`config.mk`:
```
export PLATFORM = sky130hd
export DESIGN_NAME = pwrModeSequencer
export DESIGN_NICKNAME = d
export VERILOG_FILES = /design/src/rtl/lpmPkg.sv /design/src/rtl/lpmCfgPath.sv /design/src/rtl/lpmModeFsm.sv /design/src/rtl/pwrModeSequencer.sv
export SDC_FILE = /design/constraint.sdc
export NUM_CORES = 1
export LEC_CHECK = 0
export BUFFER_PORTS_ARGS = -buffer_cell sky130_fd_sc_hd__clkbuf_2
export CAP_MARGIN = 10
export CORE_MARGIN = 3
export CORE_UTILIZATION = 25
export CTS_BUF_LIST = sky130_fd_sc_hd__clkbuf_8
export DETAILED_ROUTE_END_ITERATION = 8
export GPL_ROUTABILITY_DRIVEN = 0
export PLACE_DENSITY_LB_ADDON = 0.3
export SETUP_SLACK_MARGIN = 0.05
export SLEW_MARGIN = 20
export SYNTH_ARGS = -nofsm -noshare
export SYNTH_HDL_FRONTEND = slang
export SYNTH_SLANG_ARGS = --single-unit
```
`constraint.sdc`:
```
create_clock -name clk -period 1.4 [get_ports clk]
set_input_delay 0.35 -clock clk [delete_from_list [all_inputs] [get_ports clk]]
set_output_delay 0.35 -clock clk [all_outputs]
set_load 0.03 [all_outputs]
```
`src/rtl/lpmPkg.sv`:
```
package lpmPkg;
  localparam int MODE_W = 3;

  typedef enum logic [MODE_W-1:0] {
    MODE_HIGH     = 3'd0,
    MODE_MEDIUM   = 3'd1,
    MODE_SUBACT   = 3'd2,
    MODE_SLEEP    = 3'd3,
    MODE_SUBSLEEP = 3'd4,
    MODE_SWSTBY   = 3'd5,
    MODE_WATCH    = 3'd6
  } pwrMode_t;

  typedef struct packed {
    logic lowSpeed;
    logic directXfer;
    logic standbySel;
    logic subStop;
    logic noiseFast;
    logic mediumReq;
  } cfgView_t;

  typedef struct packed {
    logic saveOrigin;
    logic originMedium;
  } ctrlStrobe_t;

  function automatic logic isHalted(pwrMode_t m);
    return (m == MODE_SLEEP) || (m == MODE_SUBSLEEP) ||
           (m == MODE_SWSTBY) || (m == MODE_WATCH);
  endfunction
endpackage

```
`src/rtl/lpmCfgPath.sv`:
```
module lpmCfgPath
  import lpmPkg::*;
#(
  parameter int CFG_W    = 8,
  parameter int MULT_W   = 2,
  parameter int NOISE_W  = 6,
  parameter int DIV_SLOW = 32,
  parameter int DIV_FAST = 4
) (
  input  logic               clk,
  input  logic               rstN,
  input  logic               wrEn,
  input  logic [CFG_W-1:0]   wrData,
  input  ctrlStrobe_t        strobe,
  output cfgView_t           cfg,
  output logic               originMedium,
  output logic [MULT_W-1:0]  multSel,
  output logic [NOISE_W-1:0] noiseDiv,
  output logic               subClkEn
);
  localparam int MULT_LSB = CFG_W - MULT_W;
  localparam logic [MULT_W-1:0] MULT_RESERVED = '1;

  cfgView_t          cfgQ;
  logic [MULT_W-1:0] multQ;
  logic              originQ;
  logic [MULT_W-1:0] multIn;

  assign multIn = wrData[MULT_LSB +: MULT_W];

  always_ff @(posedge clk or negedge rstN) begin
    if (!rstN) begin
      cfgQ  <= '0;
      multQ <= '0;
    end else if (wrEn) begin
      cfgQ.lowSpeed   <= wrData[0];
      cfgQ.directXfer <= wrData[1];
      cfgQ.standbySel <= wrData[2];
      cfgQ.subStop    <= wrData[3];
      cfgQ.noiseFast  <= wrData[4];
      cfgQ.mediumReq  <= wrData[5];
      if (multIn != MULT_RESERVED) multQ <= multIn;
    end
  end

  always_ff @(posedge clk or negedge rstN) begin
    if (!rstN) originQ <= 1'b0;
    else if (strobe.saveOrigin) originQ <= strobe.originMedium;
  end

  assign cfg          = cfgQ;
  assign originMedium = originQ;
  assign multSel      = multQ;
  assign subClkEn     = ~cfgQ.subStop;
  assign noiseDiv     = cfgQ.noiseFast ? NOISE_W'(DIV_FAST) : NOISE_W'(DIV_SLOW);

  assert_mult_reserved_R8: assert property (@(posedge clk) disable iff (!rstN)
    (wrEn && multIn == MULT_RESERVED) |=> $stable(multSel));

  assert_mult_legal_R8: assert property (@(posedge clk) disable iff (!rstN)
    multSel != MULT_RESERVED);
endmodule

```
`src/rtl/lpmModeFsm.sv`:
```
module lpmModeFsm
  import lpmPkg::*;
(
  input  logic        clk,
  input  logic        rstN,
  input  logic        sleepExec,
  input  logic        wakeEvent,
  input  logic        extIrqWake,
  input  cfgView_t    cfg,
  input  logic        originMedium,
  output pwrMode_t    mode,
  output ctrlStrobe_t strobe,
  output logic        mainClkEn,
  output logic        cpuClkEn
);
  pwrMode_t modeQ, modeD;
  logic     anyWake;

  assign anyWake = wakeEvent | extIrqWake;

  always_comb begin
    modeD  = modeQ;
    strobe = '0;
    unique case (modeQ)
      MODE_HIGH, MODE_MEDIUM: begin
        if (sleepExec) begin
          if (cfg.directXfer && modeQ == MODE_HIGH) begin
            modeD = MODE_SUBACT;
          end else if (!cfg.standbySel) begin
            modeD               = MODE_SLEEP;
            strobe.saveOrigin   = 1'b1;
            strobe.originMedium = (modeQ == MODE_MEDIUM);
          end else if (modeQ == MODE_HIGH && (cfg.lowSpeed || !cfg.subStop)) begin
            modeD = MODE_WATCH;
          end else begin
            modeD = MODE_SWSTBY;
          end
        end else if (modeQ == MODE_HIGH && cfg.mediumReq) begin
          modeD = MODE_MEDIUM;
        end else if (modeQ == MODE_MEDIUM && !cfg.mediumReq) begin
          modeD = MODE_HIGH;
        end
      end
      MODE_SUBACT: begin
        if (sleepExec) begin
          if (cfg.directXfer)      modeD = MODE_HIGH;
          else if (cfg.standbySel) modeD = MODE_WATCH;
          else                     modeD = MODE_SUBSLEEP;
        end
      end
      MODE_SLEEP:    if (anyWake) modeD = originMedium ? MODE_MEDIUM : MODE_HIGH;
      MODE_SUBSLEEP: if (anyWake) modeD = MODE_SUBACT;
      MODE_WATCH:    if (anyWake) modeD = cfg.lowSpeed ? MODE_SUBACT : MODE_HIGH;
      MODE_SWSTBY:   if (extIrqWake) modeD = MODE_HIGH;
      default:       modeD = MODE_HIGH;
    endcase
  end

  always_ff @(posedge clk or negedge rstN) begin
    if (!rstN) modeQ <= MODE_HIGH;
    else       modeQ <= modeD;
  end

  assign mode      = modeQ;
  assign cpuClkEn  = ~isHalted(modeQ);
  assign mainClkEn = ~((modeQ == MODE_SUBACT) || (modeQ == MODE_SUBSLEEP) ||
                       (modeQ == MODE_SWSTBY) || (modeQ == MODE_WATCH));

  assert_medium_no_low_path_R3: assert property (@(posedge clk) disable iff (!rstN)
    (modeQ == MODE_MEDIUM && sleepExec) |=> (modeQ != MODE_WATCH && modeQ != MODE_SUBACT));

  assert_stby_holds_R7: assert property (@(posedge clk) disable iff (!rstN)
    (modeQ == MODE_SWSTBY && !extIrqWake) |=> (modeQ == MODE_SWSTBY));

  assert_subsleep_wake_R5: assert property (@(posedge clk) disable iff (!rstN)
    (modeQ == MODE_SUBSLEEP && anyWake) |=> (modeQ == MODE_SUBACT));

  assert_halted_stable_R12: assert property (@(posedge clk) disable iff (!rstN)
    (isHalted(modeQ) && !anyWake) |=> $stable(modeQ));

  assert_direct_hop_R4: assert property (@(posedge clk) disable iff (!rstN)
    (modeQ == MODE_SUBACT && sleepExec && cfg.directXfer) |=> (modeQ == MODE_HIGH));
endmodule

```
`src/rtl/pwrModeSequencer.sv`:
```
module pwrModeSequencer
  import lpmPkg::*;
#(
  parameter int CFG_W   = 8,
  parameter int MULT_W  = 2,
  parameter int NOISE_W = 6
) (
  input  logic               clk,
  input  logic               rstN,
  input  logic               cfgWrEn,
  input  logic [CFG_W-1:0]   cfgWrData,
  input  logic               sleepExec,
  input  logic               wakeEvent,
  input  logic               extIrqWake,
  output logic [MODE_W-1:0]  modeCode,
  output logic               mainClkEn,
  output logic               subClkEn,
  output logic               cpuClkEn,
  output logic [MULT_W-1:0]  multSel,
  output logic [NOISE_W-1:0] noiseDiv
);
  cfgView_t    cfg;
  ctrlStrobe_t strobe;
  pwrMode_t    mode;
  logic        originMedium;

  lpmCfgPath #(.CFG_W(CFG_W), .MULT_W(MULT_W), .NOISE_W(NOISE_W)) uPath (
    .clk(clk), .rstN(rstN), .wrEn(cfgWrEn), .wrData(cfgWrData), .strobe(strobe),
    .cfg(cfg), .originMedium(originMedium), .multSel(multSel),
    .noiseDiv(noiseDiv), .subClkEn(subClkEn)
  );

  lpmModeFsm uFsm (
    .clk(clk), .rstN(rstN), .sleepExec(sleepExec), .wakeEvent(wakeEvent),
    .extIrqWake(extIrqWake), .cfg(cfg), .originMedium(originMedium),
    .mode(mode), .strobe(strobe), .mainClkEn(mainClkEn), .cpuClkEn(cpuClkEn)
  );

  assign modeCode = mode;
endmodule

```
==> reports/qor.csv <==
stage;metric;value;unit
synth;largest cells by area after synthesis;dfrtp_1 (39%), buf_4 (4.8%), mux2_2 (4.4%), nand2_1 (3.9%), nor2b_1 (3.2%);
global_routing;first-pass GRT wire length;2.85;mm
clocking;later-pin clock latency in the skew report;0.24;ns
final_layout;fraction of layout cells with a size suffix above 1;0.526;
global_routing;residual overflow from global routing;0;
clocking;H-tree depth;1;
pwr;PD cells;1800;nW/um^2
route;antenna viol nets, final;0;
route;per-cell via count in the routed design;4.57;
floorplanning;placeable core region;2850;um^2
synth;Mean Syn Cell Area;9.68;um^2
route;1st-pass router iterations;4;
route;routed via count;672;
clocking;CTS Buf Count;3;
floorplanning;chip height;61.7;um
final_layout;number of filler instances in the final layout;291;
synth;fraction of registers with async set/reset;1.00;
clocking;Root Buffer;clkbuf_8;
route;total routed wirelength;1.82;mm
pwr;switching part of the total power;0.407;
floorplanning;top-level I/O count;28;
global_routing;via count of the first global-routing pass;656;
final_layout;Layout Cell Area excl Fill;1170;um^2
global_routing;antenna violations before repair;0;
pwr;Int Power;0.00124;W
floorplanning;width of the chip;61.7;um
synth;cell area after synthesis;774;um^2
sta;highest achievable clock rate;665;MHz
final_layout;footprint of the flip-flops and latches;304;um^2
place;placed cell areas;992;um^2
final_layout;Multi-input gate area;479;um^2
place;placed wire-length estimate after detailed placement;1.31;mm
hold_path;class of the most critical hold timing path;in -> async;
route;starting DRC count in detailed routing;27;
synth;Post-Syn Instances;80;
synth;Warnings, synthesis;0;
final_layout;nets;131;
pwr;power share of the combinational group;0.594;
sta;Setup-failing EPs final;7;
synth;share of synthesized area occupied by flip-flops and latches;0.388;
pwr;Lkg Pwr;0.554;nW
worst_setup_path;critical path start-end classification;reg -> out;
synth;cell accounting for the most synthesized area;dfrtp_1;
global_routing;overall global routing resource usage;0.101;
sta;RSZ-0062 raised after global routing;yes;
synth;share of the synthesized area in the top cell type;0.388;
sta;final max-slew violation count;0;
worst_setup_path;type of element launching the critical path;flop;
outcome;violations in the final reports;hold timing, setup timing;
sta;fin crit share;1.07;
pwr;switching power;0.000852;W
worst_setup_path;Crit Path Max Fanout;7;
outcome;outcome;complete, but fails checks;
route;number of remaining DRC errors;0;
global_routing;maximum number of pins on one net before global-route repair;13;
clocking;clock tree from TritonCTS;yes;
clocking;TritonCTS sink count;12;
sta;Final TNS setup;-0.511;ns
worst_setup_path;arrival time worst endpoint;1.15;ns
floorplanning;DIE AREA;3800;um^2
final_layout;layout overhead on the synthesized area;50.6;%
sta;final worst setup slack;-0.104;ns
worst_setup_path;CP endpoint kind;output port;
synth;number of distinct standard cells referenced by the synthesized netlist;37;
synth;register bit total from synthesis;12;
pwr;proportion of power drawn by flip-flops and latches;0.254;
flow_run;max-cap violation count;0;
clocking;CTS clock-pin slew for the worst setup and hold paths;0.06;ns
clocking;largest buffer count on any clock path;2;
floorplanning;site row count;19;
final_layout;number of diodes added for antenna fixing;0;
sta;Hold Slack;-0.00227;ns
sta;post-layout minimum cycle time;1.50;ns
sta;Max Clock Skew;0.00495;ns
floorplanning;Initial Util;0.271;
synth;most used flip-flop cell after synthesis;dfrtp_1;
worst_setup_path;required time reported for the critical path endpoint;1.05;ns
pwr;maximum ir drop on the vdd rail;0.524;mV
sta;Final Hold Vio Count;6;
pwr;share of power burned in the clock network;0.152;
route;detail-routed net length per standard cell;12.4;um
synth;Post-synth EDFFs;0;
place;Port Buffer Count;23;
==> cells by family after synthesis <==
group	Yosys count	synth area share
AO/OA/AOI/OAI	17	0.181
AND/OR/NAND/NOR	32	0.258
flip-flops	12	0.388
multiplexers	4	0.0565
other	1	0.00484
XOR/XNOR	1	0.0113
buffers and inverters	13	0.100
==> critical path: stages, from the launching register on <==
cell and delay (ns):
dfrtp_2 0.48, buf_4 0.16, buf_4 0.13, clkbuf_8 0.15
==> final timing paths <==
| kind | end | startpoint | cells past startpoint | slack, ns |
|---|---|---|---|---|
| min | uPath.multSel[0] | rstN | 1 | -0.002 |
| max | modeCode[1] | uFsm.mode[1] | 3 | -0.10 |
| max reg2reg | uFsm.mode[1] | uFsm.mode[0] | 5 | -0.09 |
| min in group clk | uPath.cfg[2] | cfgWrData[3] | 3 | 0.32 |
| min reg2reg | uPath.multSel[1] | uPath.multSel[1] | 2 | 0.52 |
| max in group asynchronous | uFsm.mode[1] | rstN | 1 | 1.13 |
==> synthesized netlist by cell type (2+ instances only) <==
| master | instances |
|---|---|
| buf_2 | 2 |
| buf_4 | 5 |
| dfrtp_1 | 12 |
| inv_1 | 4 |
| mux2_2 | 3 |
| nand2_1 | 8 |
| nand2b_1 | 2 |
| nand3b_1 | 2 |
| nor2_1 | 6 |
| nor2b_1 | 4 |
| o21ai_0 | 3 |
| o2bb2ai_1 | 2 |
| o31ai_1 | 2 |
| or3_1 | 2 |
==> layout by cell type (no fill, tap or decap), types with 2 or more instances in the layout <==
cell type	synthesis	final
buf_4	5	11
buf_6	1	4
buf_8	0	3
clkbuf_2	0	18
clkbuf_8	0	4
conb_1	1	4
dfrtp_1	12	9
dfrtp_2	0	3
inv_1	4	5
mux2_2	3	3
nand2_1	8	8
nand2b_1	2	2
nand3b_1	2	2
nor2_1	6	5
nor2_2	1	2
nor2b_1	4	4
nor3b_2	1	2
o21ai_0	3	3
or3_1	2	2
==> what timing repair did <==
action | in CTS | in global routing
pin swaps | 3 | 2
buffers inserted | 4 | 1
resized for setup | 11 | 11
hold buffers | 0 | 0
setup endpoints to repair | 7 | 9
==> stage by stage <==
stage	total power, W	std cells	setup WS [ns]	util
floorplan	0.00123	83	-0.00600	-
global placement	0.00148	138	-0.0129	0.348
detailed placement	0.00148	138	-0.0924	0.348
CTS	0.00198	146	-0.113	0.390
global route	0.00224	147	-0.143	0.409
finish	0.00210	147	-0.104	0.409
==> sequential cells by signal, summed over array words and instances (netlist names) <==
name	count
uPath.cfg	6
uPath.originMedium	1
uFsm.mode	3
uPath.multSel	2
==> routing by layer <==
layer  share of wire  track usage  vias to the layer above
li1                -            -                      343
met1            0.46        0.134                      304
met2            0.48        0.158                       25
met3           0.056       0.0273                        0
met4               0       0.0364                        0
met5               0            0                        -
==> cell type report <==
cell class / instances / area share
multi-input combinational: 58 / 0.411
sequential: 12 / 0.261
timing repair buffer: 38 / 0.244
clock buffer: 3 / 0.0354
tap: 31 / 0.0333
inverter: 4 / 0.0129
clock inverter: 1 / 0.00322
==> power groups by stage <==
| stage | clock network [W] | registers [W] | logic, W |
|---|---|---|---|
| final | 0.000319 | 0.000532 | 0.00125 |
| after global routing | 0.000350 | 0.000546 | 0.00134 |
| after CTS | 0.000330 | 0.000529 | 0.00112 |
| after detailed placement | 0 | 0.000547 | 0.000936 |
| after global placement | 0 | 0.000547 | 0.000929 |
| after floorplan | 0 | 0.000568 | 0.000664 |
(Power assumes the default switching activity.)
